**config.mk**
```make
export PLATFORM = sky130hd
export DESIGN_NAME = mpo_pins
export DESIGN_NICKNAME = d
export VERILOG_FILES = /design/src/rtl/mpo_pkg.sv /design/src/rtl/mpo_rts_fsm.sv /design/src/rtl/mpo_route.sv /design/src/rtl/mpo_channel.sv /design/src/rtl/mpo_pins.sv
export SDC_FILE = /design/constraint.sdc
export NUM_CORES = 1
export LEC_CHECK = 0
export ABC_AREA = 1
export BUFFER_PORTS_ARGS = -buffer_cell sky130_fd_sc_hd__buf_2
export CELL_PAD_IN_SITES_DETAIL_PLACEMENT = 0
export CELL_PAD_IN_SITES_GLOBAL_PLACEMENT = 1
export CORE_MARGIN = 2
export CORE_UTILIZATION = 23
export DETAILED_ROUTE_END_ITERATION = 10
export HOLD_SLACK_MARGIN = 0.06
export PLACE_DENSITY = 0.9
export SLEW_MARGIN = 20
export SYNTH_ARGS = -nofsm -noshare
export SYNTH_HDL_FRONTEND = slang
export SYNTH_HIERARCHICAL = 1
export SYNTH_SLANG_ARGS = --single-unit
export TNS_END_PERCENT = 1
```
**constraint.sdc**
```tcl
create_clock -name clk -period 2.3 [get_ports clk]
set_input_delay 0.46 -clock clk [delete_from_list [all_inputs] [get_ports clk]]
set_output_delay 0.46 -clock clk [all_outputs]
set_load 0.01 [all_outputs]
```
**src/rtl/mpo_pkg.sv**
```systemverilog
`timescale 1ns/1ps
package mpo_pkg;
    typedef enum logic [2:0] {
        SRC_RTS   = 3'b000,
        SRC_CTR   = 3'b001,
        SRC_TX1X  = 3'b010,
        SRC_TX16X = 3'b011,
        SRC_RX1X  = 3'b100,
        SRC_RX16X = 3'b101,
        SRC_TXRDY = 3'b110,
        SRC_RXRDY = 3'b111
    } mpo_src_t;

    typedef enum logic {
        RTS_NEGATED  = 1'b0,
        RTS_ASSERTED = 1'b1
    } rts_state_t;
endpackage

```
**src/rtl/mpo_rts_fsm.sv**
```systemverilog
`timescale 1ns/1ps
module mpo_rts_fsm
    import mpo_pkg::*;
(
    input  logic clk,
    input  logic rst_n,
    input  logic set_i,
    input  logic clr_i,
    input  logic auto_tx_en_i,
    input  logic auto_rx_en_i,
    input  logic tx_drained_i,
    input  logic rx_fifo_full_i,
    input  logic rx_shift_full_i,
    output logic rts_n_o
);
    rts_state_t state_q;
    rts_state_t state_d;
    logic       tx_drop;
    logic       rx_drop;

    assign tx_drop = auto_tx_en_i & tx_drained_i;
    assign rx_drop = auto_rx_en_i & rx_fifo_full_i & rx_shift_full_i;

    // state register
    always_ff @(posedge clk or negedge rst_n) begin
        if (!rst_n) state_q <= RTS_NEGATED;
        else        state_q <= state_d;
    end

    // transitions: SET has top priority, then CLEAR, TX_DRAINED, RX_CHOKED
    always_comb begin
        state_d = state_q;
        unique case (state_q)
            RTS_NEGATED: begin
                if (set_i) state_d = RTS_ASSERTED;
            end
            RTS_ASSERTED: begin
                if (set_i)        state_d = RTS_ASSERTED;
                else if (clr_i)   state_d = RTS_NEGATED;
                else if (tx_drop) state_d = RTS_NEGATED;
                else if (rx_drop) state_d = RTS_NEGATED;
            end
            default: state_d = RTS_NEGATED;
        endcase
    end

    // outputs
    always_comb begin
        unique case (state_q)
            RTS_ASSERTED: rts_n_o = 1'b0;
            default:      rts_n_o = 1'b1;
        endcase
    end

    a_r6_set_wins: assert property (@(posedge clk) disable iff (!rst_n)
        set_i |=> (rts_n_o == 1'b0));
    a_r3_clear_cmd: assert property (@(posedge clk) disable iff (!rst_n)
        (clr_i && !set_i) |=> (rts_n_o == 1'b1));
    a_r4_tx_auto: assert property (@(posedge clk) disable iff (!rst_n)
        (auto_tx_en_i && tx_drained_i && !set_i) |=> (rts_n_o == 1'b1));
    a_r5_rx_auto: assert property (@(posedge clk) disable iff (!rst_n)
        (auto_rx_en_i && rx_fifo_full_i && rx_shift_full_i && !set_i) |=> (rts_n_o == 1'b1));
    a_r5_hold: assert property (@(posedge clk) disable iff (!rst_n)
        (!set_i && !clr_i && !(auto_tx_en_i && tx_drained_i) &&
         !(auto_rx_en_i && rx_fifo_full_i && rx_shift_full_i)) |=> $stable(rts_n_o));
endmodule

```
**src/rtl/mpo_route.sv**
```systemverilog
`timescale 1ns/1ps
module mpo_route
    import mpo_pkg::*;
#(
    parameter int SEL_W = 3,
    parameter int CSR_W = 4
) (
    input  logic             clk,
    input  logic             rst_n,
    input  logic [SEL_W-1:0] sel_i,
    input  logic             rts_n_i,
    input  logic             ctr_i,
    input  logic             tx1x_i,
    input  logic             tx16x_i,
    input  logic             rx1x_i,
    input  logic             rx16x_i,
    input  logic [CSR_W-1:0] tx_csel_i,
    input  logic [CSR_W-1:0] rx_csel_i,
    input  logic             tx_ready_i,
    input  logic             rx_ready_i,
    input  logic             pin_fn_i,
    output logic             pin_o,
    output logic             mpp_a_o,
    output logic             mpp_b_o,
    output logic             mpp_oe_o
);
    localparam logic [CSR_W-1:0] CSEL_BYPASS = {CSR_W{1'b1}};

    logic     tx_fast;
    logic     rx_fast;
    logic     pin_d;
    mpo_src_t src;

    assign src     = mpo_src_t'(sel_i[2:0]);
    assign tx_fast = (tx_csel_i == CSEL_BYPASS) ? tx1x_i : tx16x_i;
    assign rx_fast = (rx_csel_i == CSEL_BYPASS) ? rx1x_i : rx16x_i;

    always_comb begin
        unique case (src)
            SRC_RTS:   pin_d = rts_n_i;
            SRC_CTR:   pin_d = ctr_i;
            SRC_TX1X:  pin_d = tx1x_i;
            SRC_TX16X: pin_d = tx_fast;
            SRC_RX1X:  pin_d = rx1x_i;
            SRC_RX16X: pin_d = rx_fast;
            SRC_TXRDY: pin_d = tx_ready_i;
            SRC_RXRDY: pin_d = rx_ready_i;
            default:   pin_d = 1'b1;
        endcase
    end

    always_ff @(posedge clk or negedge rst_n) begin
        if (!rst_n) begin
            pin_o    <= 1'b1;
            mpp_a_o  <= 1'b0;
            mpp_b_o  <= 1'b0;
            mpp_oe_o <= 1'b0;
        end else begin
            pin_o    <= pin_d;
            mpp_a_o  <= pin_fn_i & tx_ready_i;
            mpp_b_o  <= pin_fn_i & rx_ready_i;
            mpp_oe_o <= pin_fn_i;
        end
    end

    a_r7_ctr_path: assert property (@(posedge clk) disable iff (!rst_n)
        (sel_i == 3'b001) |=> (pin_o == $past(ctr_i)));
    a_r8_tx_bypass: assert property (@(posedge clk) disable iff (!rst_n)
        ((sel_i == 3'b011) && (tx_csel_i == CSEL_BYPASS)) |=> (pin_o == $past(tx1x_i)));
    a_r9_input_mode: assert property (@(posedge clk) disable iff (!rst_n)
        !pin_fn_i |=> (!mpp_oe_o && !mpp_a_o && !mpp_b_o));
endmodule

```
**src/rtl/mpo_channel.sv**
```systemverilog
`timescale 1ns/1ps
module mpo_channel #(
    parameter int SEL_W = 3,
    parameter int CSR_W = 4
) (
    input  logic             clk,
    input  logic             rst_n,
    input  logic [SEL_W-1:0] sel_i,
    input  logic             set_i,
    input  logic             clr_i,
    input  logic             auto_tx_en_i,
    input  logic             auto_rx_en_i,
    input  logic             tx_drained_i,
    input  logic             rx_fifo_full_i,
    input  logic             rx_shift_full_i,
    input  logic             ctr_i,
    input  logic             tx1x_i,
    input  logic             tx16x_i,
    input  logic             rx1x_i,
    input  logic             rx16x_i,
    input  logic [CSR_W-1:0] tx_csel_i,
    input  logic [CSR_W-1:0] rx_csel_i,
    input  logic             tx_ready_i,
    input  logic             rx_ready_i,
    input  logic             pin_fn_i,
    output logic             pin_o,
    output logic             mpp_a_o,
    output logic             mpp_b_o,
    output logic             mpp_oe_o
);
    logic rts_n;

    mpo_rts_fsm u_rts (
        .clk            (clk),
        .rst_n          (rst_n),
        .set_i          (set_i),
        .clr_i          (clr_i),
        .auto_tx_en_i   (auto_tx_en_i),
        .auto_rx_en_i   (auto_rx_en_i),
        .tx_drained_i   (tx_drained_i),
        .rx_fifo_full_i (rx_fifo_full_i),
        .rx_shift_full_i(rx_shift_full_i),
        .rts_n_o        (rts_n)
    );

    mpo_route #(.SEL_W(SEL_W), .CSR_W(CSR_W)) u_route (
        .clk       (clk),
        .rst_n     (rst_n),
        .sel_i     (sel_i),
        .rts_n_i   (rts_n),
        .ctr_i     (ctr_i),
        .tx1x_i    (tx1x_i),
        .tx16x_i   (tx16x_i),
        .rx1x_i    (rx1x_i),
        .rx16x_i   (rx16x_i),
        .tx_csel_i (tx_csel_i),
        .rx_csel_i (rx_csel_i),
        .tx_ready_i(tx_ready_i),
        .rx_ready_i(rx_ready_i),
        .pin_fn_i  (pin_fn_i),
        .pin_o     (pin_o),
        .mpp_a_o   (mpp_a_o),
        .mpp_b_o   (mpp_b_o),
        .mpp_oe_o  (mpp_oe_o)
    );
endmodule

```
**src/rtl/mpo_pins.sv**
```systemverilog
`timescale 1ns/1ps
module mpo_pins #(
    parameter int NCH   = 2,
    parameter int SEL_W = 3,
    parameter int CSR_W = 4
) (
    input  logic               clk,
    input  logic               rst_n,
    input  logic [SEL_W*NCH-1:0] src_sel,
    input  logic [NCH-1:0]     rts_set,
    input  logic [NCH-1:0]     rts_clr,
    input  logic [NCH-1:0]     auto_tx_en,
    input  logic [NCH-1:0]     auto_rx_en,
    input  logic [NCH-1:0]     tx_drained,
    input  logic [NCH-1:0]     rx_fifo_full,
    input  logic [NCH-1:0]     rx_shift_full,
    input  logic [NCH-1:0]     ctr_out,
    input  logic [NCH-1:0]     tx_clk1x,
    input  logic [NCH-1:0]     tx_clk16x,
    input  logic [NCH-1:0]     rx_clk1x,
    input  logic [NCH-1:0]     rx_clk16x,
    input  logic [CSR_W*NCH-1:0] tx_csel,
    input  logic [CSR_W*NCH-1:0] rx_csel,
    input  logic [NCH-1:0]     tx_ready,
    input  logic [NCH-1:0]     rx_ready_ff,
    input  logic [NCH-1:0]     pin_fn,
    output logic [NCH-1:0]     mpo_pin,
    output logic [NCH-1:0]     mpp_a,
    output logic [NCH-1:0]     mpp_b,
    output logic [NCH-1:0]     mpp_oe
);
    for (genvar c = 0; c < NCH; c++) begin : g_ch
        mpo_channel #(.SEL_W(SEL_W), .CSR_W(CSR_W)) u_ch (
            .clk            (clk),
            .rst_n          (rst_n),
            .sel_i          (src_sel[c*SEL_W +: SEL_W]),
            .set_i          (rts_set[c]),
            .clr_i          (rts_clr[c]),
            .auto_tx_en_i   (auto_tx_en[c]),
            .auto_rx_en_i   (auto_rx_en[c]),
            .tx_drained_i   (tx_drained[c]),
            .rx_fifo_full_i (rx_fifo_full[c]),
            .rx_shift_full_i(rx_shift_full[c]),
            .ctr_i          (ctr_out[c]),
            .tx1x_i         (tx_clk1x[c]),
            .tx16x_i        (tx_clk16x[c]),
            .rx1x_i         (rx_clk1x[c]),
            .rx16x_i        (rx_clk16x[c]),
            .tx_csel_i      (tx_csel[c*CSR_W +: CSR_W]),
            .rx_csel_i      (rx_csel[c*CSR_W +: CSR_W]),
            .tx_ready_i     (tx_ready[c]),
            .rx_ready_i     (rx_ready_ff[c]),
            .pin_fn_i       (pin_fn[c]),
            .pin_o          (mpo_pin[c]),
            .mpp_a_o        (mpp_a[c]),
            .mpp_b_o        (mpp_b[c]),
            .mpp_oe_o       (mpp_oe[c])
        );
    end

    a_r1_reset_pin: assert property (@(posedge clk)
        !rst_n |=> (mpp_oe == '0));
endmodule

```
==> impl_metrics.sql, run 1 <==
INSERT INTO impl_metrics (metric_group, metric, value, unit) VALUES
('run_status', 'status', 'finished, final reports clean', ''),
('floorplan', 'coreArea', '2690', 'sq um'),
('clocking', 'cts-buffers-inserted', '3', ''),
('routing', 'routed-wl-met2', '709', 'um'),
('yosys', 'synth.ff_latch_count', '10', ''),
('floorplan', 'initial_core_util', '23.7', '%'),
('routing', 'postRouteWirelength', '1500', 'um'),
('cells_and_area', 'fillerInstances', '302', ''),
('routing', 'vias', '757', ''),
('sta', 'timing_max_transition_violations_final', '0', ''),
('yosys', 'yosysWarningCount', '6', ''),
('routing', 'initialDrtViolationCount', '14', ''),
('clocking', 'clock-root-buffer', 'clkbuf_4', ''),
('sta', 'final.setup.tns', '0', 'ns'),
('sta', 'report.final.hold_viol_count', '0', ''),
('pwr', 'internal_power', '346', 'uW'),
('min_path', 'hold_path_class', 'primary input to register', ''),
('pwr', 'post-layout-total-power', '458', 'uW'),
('pwr', 'p_sw', '113', 'uW'),
('global_route', 'vias_in_the_first_global_route', '665', ''),
('placed_design', 'routabilityCongestion', '0.812', ''),
('routing', 'met3_routed_wirelength', '115', 'um'),
('routing', 'viasPerCell', '3.84', ''),
('sta', 'max-slew-margin-rel', '85.0', '%'),
('floorplan', 'floorplan.die_area', '3200', 'sq um'),
('cells_and_area', 'number_of_inserted_diodes', '0', ''),
('yosys', 'post-synth-top-area-cell', 'dfrtp_1', ''),
('worst_setup_path', 'startpoint_type', 'register', ''),
('worst_setup_path', 'cp_data_required_time', '1.84', 'ns'),
('sta', 'finalSetupViolCount', '0', ''),
('yosys', 'synth_area', '636', 'sq um'),
('yosys', 'synth_area_leaders', 'dfrtp_1 31%, nand2_1 19%, inv_1 17%, dfstp_2 8.3%, nand3_1 7.9%', ''),
('cells_and_area', 'area_growth', '61.4', '%'),
('sta', 'worst-slew-pin-transition', '0.226', 'ns'),
('floorplan', 'floorplan.io_pins', '62', ''),
('sta', 'fmaxAchievable', '738', 'MHz'),
('yosys', 'synth_sequential_area_ratio', '39.8', '%'),
('yosys', 'post_synth_inst_count', '100', ''),
('yosys', 'synth_top_area_share', '31.5', '%'),
('cells_and_area', 'layout_commonest_cell', 'buf_2', ''),
('yosys', 'postSynthNetCount', '154', ''),
('routing', 'first_pass_iters', '4', ''),
('clocking', 'cts_buffer_depth', '2', ''),
('global_route', 'grt_max_degree', '11', ''),
('worst_setup_path', 'timing.critical_path.slowest_stage_cell', 'dfstp_2', ''),
('worst_setup_path', 'timing.critical_path.cells', 'buf_2', ''),
('worst_setup_path', 'critical_path.max_fanout', '1', ''),
('clocking', 'post_cts.repair.setup_buffers', '0', ''),
('worst_setup_path', 'path_buf_inv', '1', ''),
('pwr', 'p_sw_share', '24.6', '%'),
('worst_setup_path', 'crit_family', 'flip-flops', ''),
('clocking', 'path_clk_slew', '0.07', 'ns'),
('routing', 'maxUsedRoutingLayer', 'met3', ''),
('clocking', 'cts.sink_count', '10', ''),
('routing', 'routedWlPerCell', '7.61', 'um'),
('floorplan', 'die_width', '56.6', 'um'),
('placed_design', 'place.detailed.hpwl', '1350', 'um'),
('pwr', 'power_density', '447', 'nW/um^2'),
('pwr', 'max-vdd-ir-drop', '0.314', 'mV'),
('floorplan', 'placement_rows', '19', ''),
('global_route', 'grt_pass1_wl', '2620', 'um'),
('pwr', 'power.clock.fraction', '33.0', '%'),
('clocking', 'cts_tree', 'done', ''),
('clocking', 'clkLatencyLatePin', '0.26', 'ns'),
('cells_and_area', 'commonest_cells_after_routing_fill_and_taps_aside', '61 x buf_2, 32 x nand2_1, 28 x inv_1', ''),
('sta', 'period_needed', '1.36', 'ns'),
('clocking', 'cts-htree-levels', '1', ''),
('placed_design', 'port_buffers', '61', ''),
('pwr', 'share_seq_of_total_power', '42.2', '%'),
('cells_and_area', 'design.final.nets', '221', ''),
('cells_and_area', 'drive_gt1_share', '42.8', '%');
[cell families after synthesis]
family	synth area share (%)
simple gates	35.4
flops	39.8
buf+inv	17.7
compound gates	7.09
[stage by stage]
stage / utilization, % / setup slack [ns] / hold WS, ns / instance area (sq um) / instances
floorplan: - / 1.32 / 0.164 / 636 / 100
CTS: 38.2 / 0.922 / 0.329 / 1030 / 197
global placement: 36.5 / 1.15 / 0.333 / 980 / 192
global route: 38.2 / 0.906 / 0.322 / 1030 / 197
finish: 38.2 / 0.945 / 0.342 / 1030 / 197
detailed placement: 36.5 / 1.17 / 0.335 / 980 / 192
[power by group through the flow]
stage	clock network (uW)	logic (uW)	registers [uW]
after CTS	161	115	194
after global placement	0	113	198
after floorplan	0	40.7	203
final	151	113	194
after global routing	170	132	195
after detailed placement	0	113	197
[routing by layer]
metal  up-vias  track usage [%]
met1       302             12.6
li1        427                -
met2        28             17.6
met4         0            0.680
met5         -                0
met3         0             4.84
[sequential cells by signal, indices dropped and copies added (netlist names)]
signal and count:
g_ch.u_ch/u_rts/state_q 2, g_ch.u_ch/u_route/mpp_a_o 2, g_ch.u_ch/u_route/mpp_b_o 2, g_ch.u_ch/u_route/pin_o 2, g_ch.u_ch/u_route/mpp_oe_o 2
[what timing repair did]
| action | in CTS | in global routing |
|---|---|---|
| endpoints found under the setup margin | 0 | 0 |
| endpoints found under the hold margin | 8 | 0 |
| hold buffers | 1 | 0 |
| resized for setup | 0 | 0 |
[synthesized netlist by cell type]
cell	n
nor2_2	2
o21bai_1	2
inv_1	28
nand2_1	32
nor2_1	4
dfstp_2	2
inv_2	2
o21ai_0	2
nand3_1	10
dfrtp_1	8
o21ai_1	4
nand3b_1	2
nand4_1	2
[cell type report]
| cell class | instances | area [sq um] | share of cell area (%) |
|---|---|---|---|
| repair buffers | 62 | 315 | 30.7 |
| multi-input cells | 60 | 270 | 26.3 |
| flip-flops and latches | 10 | 253 | 24.6 |
| inverters | 30 | 113 | 11.0 |
| well taps | 31 | 38.8 | 3.78 |
| clock buffers | 4 | 36.3 | 3.54 |
[worst paths after layout]
check                                      startpoint  slack, ns  cells past startpoint                       endpoint
setup reg to reg           g_ch[0].u_ch/u_rts/state_q       1.41                      7     g_ch[0].u_ch/u_route/pin_o
min in group asynchronous                       rst_n       0.58                      2     g_ch[0].u_ch/u_rts/state_q
max in group asynchronous                       rst_n       1.47                      2     g_ch[1].u_ch/u_route/pin_o
hold / removal                              pin_fn[1]       0.34                      1  g_ch[1].u_ch/u_route/mpp_oe_o
hold reg to reg            g_ch[0].u_ch/u_rts/state_q       0.59                      4     g_ch[0].u_ch/u_rts/state_q
setup / recovery           g_ch[0].u_ch/u_route/pin_o       0.94                      1                     mpo_pin[0]
Power figures use the tool's default switching activity.
==> run 2: changes to the inputs <==
- CORE_UTILIZATION: 23 -> 21
- PLACE_DENSITY: 0.9 -> 0.84
- clock period: 2.3 -> 1.3 ns (I/O delays scaled with it)
==> run 2 against run 1 <==
Effect of this change:
- combinational power up 79%
- routed wire length up 6.7%
- clock power up 81%
- first-iteration DRC count down 79%
- sequential share of layout area unchanged
- clock-buffer cell count unchanged
- non-clock buffer count unchanged
- critical path depth unchanged
- largest cell class unchanged
- sequential cell count unchanged
- power up 79%
- sequential power up 77%
- global-route usage down 0.79 points
==> impl_metrics.sql, run 2 (synthesized netlist as in run 1, its figures left out) <==
INSERT INTO impl_metrics (metric_group, metric, value, unit) VALUES
('run_status', 'status', 'finished, final reports clean', ''),
('worst_setup_path', 'timing.rr.end', 'g_ch[1].u_ch/u_route/pin_o', ''),
('clocking', 'cts.sink_count', '10', ''),
('worst_setup_path', 'path_buf_inv', '1', ''),
('routing', 'postRouteWirelength', '1600', 'um'),
('routing', 'first_pass_iters', '4', ''),
('worst_setup_path', 'ff2ff_path_depth', '7', ''),
('worst_setup_path', 'critPathMaxStageDelay', '0.52', 'ns'),
('pwr', 'p_leak', '0.000697', 'uW'),
('clocking', 'clock-root-buffer', 'clkbuf_4', ''),
('cells_and_area', 'number_of_inserted_diodes', '0', ''),
('placed_design', 'routabilityCongestion', '0.742', ''),
('cells_and_area', 'final-seq-area', '253', 'sq um'),
('pwr', 'power.clock.fraction', '33.5', '%'),
('min_path', 'hold_path_class', 'primary input to register', ''),
('sta', 'fin_crit_sh', '89.3', '%'),
('sta', 'report.final.hold_viol_count', '0', ''),
('sta', 'final.setup.tns', '0', 'ns'),
('floorplan', 'placement_rows', '19', ''),
('global_route', 'vias_in_the_first_global_route', '728', ''),
('pwr', 'p_sw', '208', 'uW'),
('routing', 'viasPerCell', '3.99', ''),
('worst_setup_path', 'r2r_slack', '0.41', 'ns'),
('worst_setup_path', 'critical_path_cell_count', '1', ''),
('cells_and_area', 'design.final.nets', '221', ''),
('clocking', 'clkLatencyLatePin', '0.26', 'ns'),
('worst_setup_path', 'crit_family', 'flip-flops', ''),
('pwr', 'power_density', '799', 'nW/um^2'),
('clocking', 'cts_tree', 'done', ''),
('sta', 'clock-skew-final', '0.00440', 'ns'),
('pwr', 'power.share.combinational', '24.7', '%'),
('sta', 'finalSetupViolCount', '0', ''),
('cells_and_area', 'commonest_cells_after_routing_fill_and_taps_aside', '61 x buf_2, 32 x nand2_1, 28 x inv_1', ''),
('cells_and_area', 'fillerInstances', '313', ''),
('pwr', 'p_sw_share', '25.4', '%'),
('routing', 'initialDrtViolationCount', '3', ''),
('worst_setup_path', 'startpoint_type', 'register', ''),
('routing', 'antenna_violating_nets_post_route', '0', ''),
('cells_and_area', 'area_growth', '61.4', '%'),
('clocking', 'cts_buffer_depth', '2', ''),
('sta', 'period_needed', '1.16', 'ns'),
('worst_setup_path', 'worst_setup_path_startpoint', 'g_ch[0].u_ch/u_route/pin_o', ''),
('clocking', 'path_clk_slew', '0.07', 'ns'),
('worst_setup_path', 'timing.critical_path.slowest_stage_cell', 'dfstp_2', ''),
('cells_and_area', 'drive_gt1_share', '42.8', '%'),
('global_route', 'gr-total-overflow', '0', ''),
('global_route', 'grt_max_degree', '11', ''),
('placed_design', 'place.detailed.hpwl', '1480', 'um'),
('sta', 'rsz0062_at_grt', 'no', ''),
('pwr', 'share_seq_of_total_power', '41.8', '%'),
('floorplan', 'floorplan.io_pins', '62', ''),
('floorplan', 'chipHeight', '59.0', 'um'),
('routing', 'routedWlPerCell', '8.13', 'um'),
('clocking', 'cts-buffers-inserted', '3', ''),
('worst_setup_path', 'timing.critical_path.cells', 'buf_2', ''),
('worst_setup_path', 'critical_path.max_fanout', '1', ''),
('global_route', 'grt_pass1_wl', '2620', 'um'),
('sta', 'max-slew-margin-rel', '85.2', '%'),
('routing', 'vias', '787', ''),
('cells_and_area', 'layout_commonest_cell', 'buf_2', ''),
('cells_and_area', 'stdcell_count', '197', ''),
('cells_and_area', 'multi_input_comb_area', '270', 'sq um'),
('worst_setup_path', 'critical_path_class', 'register to output port', ''),
('floorplan', 'coreArea', '2810', 'sq um'),
('placed_design', 'port_buffers', '61', ''),
('cells_and_area', 'final_core_utilization', '36.6', '%'),
('sta', 'worst-slew-pin-transition', '0.223', 'ns'),
('routing', 'route.detailed.drc', '0', ''),
('worst_setup_path', 'endpoint_kind', 'output port', ''),
('clocking', 'post_cts.repair.setup_buffers', '0', ''),
('pwr', 'internal_power', '612', 'uW'),
('sta', 'timing_max_transition_violations_final', '0', ''),
('worst_setup_path', 'endpoint', 'mpo_pin[0]', ''),
('global_route', 'gr-usage-all-layers', '9.65', '%'),
('global_route', 'number_of_antenna_violations_at_the_first_check_in_global_routing', '0', ''),
('clocking', 'cts-htree-levels', '1', ''),
('placed_design', 'placed_cells', '192', ''),
('floorplan', 'initial_core_util', '22.7', '%'),
('floorplan', 'floorplan.die_area', '3480', 'sq um'),
('sta', 'fmaxAchievable', '861', 'MHz'),
('worst_setup_path', 'cp_data_required_time', '1.04', 'ns'),
('worst_setup_path', 'worst_r2r_startpoint', 'g_ch[1].u_ch/u_rts/state_q', ''),
('pwr', 'max-vdd-ir-drop', '0.275', 'mV'),
('floorplan', 'die_width', '59.0', 'um'),
('worst_setup_path', 'worst-endpoint-arrival', '0.90', 'ns'),
('run', 'cap_violations', '0', '');
==> run 2: cell counts in the layout (fill, tap and decap cells not counted) <==
Identical to the previous run, type by type.
==> run 2: per-stage QoR <==
stage | setup slack, ns | total power [uW] | hold WS (ns) | area [sq um]
2_1_floorplan | 0.508 | 431 | -0.0356 | 636
3_3_place_gp | 0.382 | 546 | 0.125 | 980
3_5_place_dp | 0.378 | 551 | 0.131 | 980
4_1_cts | 0.126 | 838 | 0.130 | 1030
5_1_grt | 0.111 | 883 | 0.136 | 1030
6_report | 0.138 | 819 | 0.147 | 1030
==> run 2: repair_timing <==
item,CTS,global route
hold buffers,1,0
hold endpoints to repair,8,0
endpoints found under the setup margin,0,0
resized for setup,0,0
==> run 2: layout make-up <==
cell class | count | area share [%]
Multi-Input combinational cell | 60 | 26.3
Timing Repair Buffer | 62 | 30.7
Sequential cell | 10 | 24.6
Clock buffer | 4 | 3.54
Tap cell | 31 | 3.78
Inverter | 30 | 11.0
==> run 2: layer usage <==
metal / GRT usage (%) / wire length (um) / vias to the layer above
li1: - / - / 427
met1: 10.0 / 643 / 335
met2: 18.6 / 866 / 25
met3: 3.93 / 91 / 0
met4: 0.974 / 0 / 0
met5: 0 / 0 / -
==> run 2: worst min path at each step <==
stage	from	end	slack (ns)	depth (start not counted)
2_1_floorplan	rst_n	g_ch[0].u_ch/u_route/mpp_a_o	-0.04	0
3_3_place_gp	rst_n	g_ch[1].u_ch/u_route/mpp_a_o	0.12	1
3_5_place_dp	rst_n	g_ch[0].u_ch/u_route/mpp_a_o	0.13	1
4_1_cts	pin_fn[0]	g_ch[0].u_ch/u_route/mpp_oe_o	0.13	1
5_1_grt	pin_fn[1]	g_ch[1].u_ch/u_route/mpp_oe_o	0.14	1
6_report	pin_fn[0]	g_ch[0].u_ch/u_route/mpp_oe_o	0.15	1
==> run 2: power groups by stage <==
stage	sequential, uW	clock, uW	combinational (uW)
global placement	348	0	198
global route	344	304	234
finish	343	274	202
CTS	343	289	206
detailed placement	349	0	203
floorplan	359	0	72.0
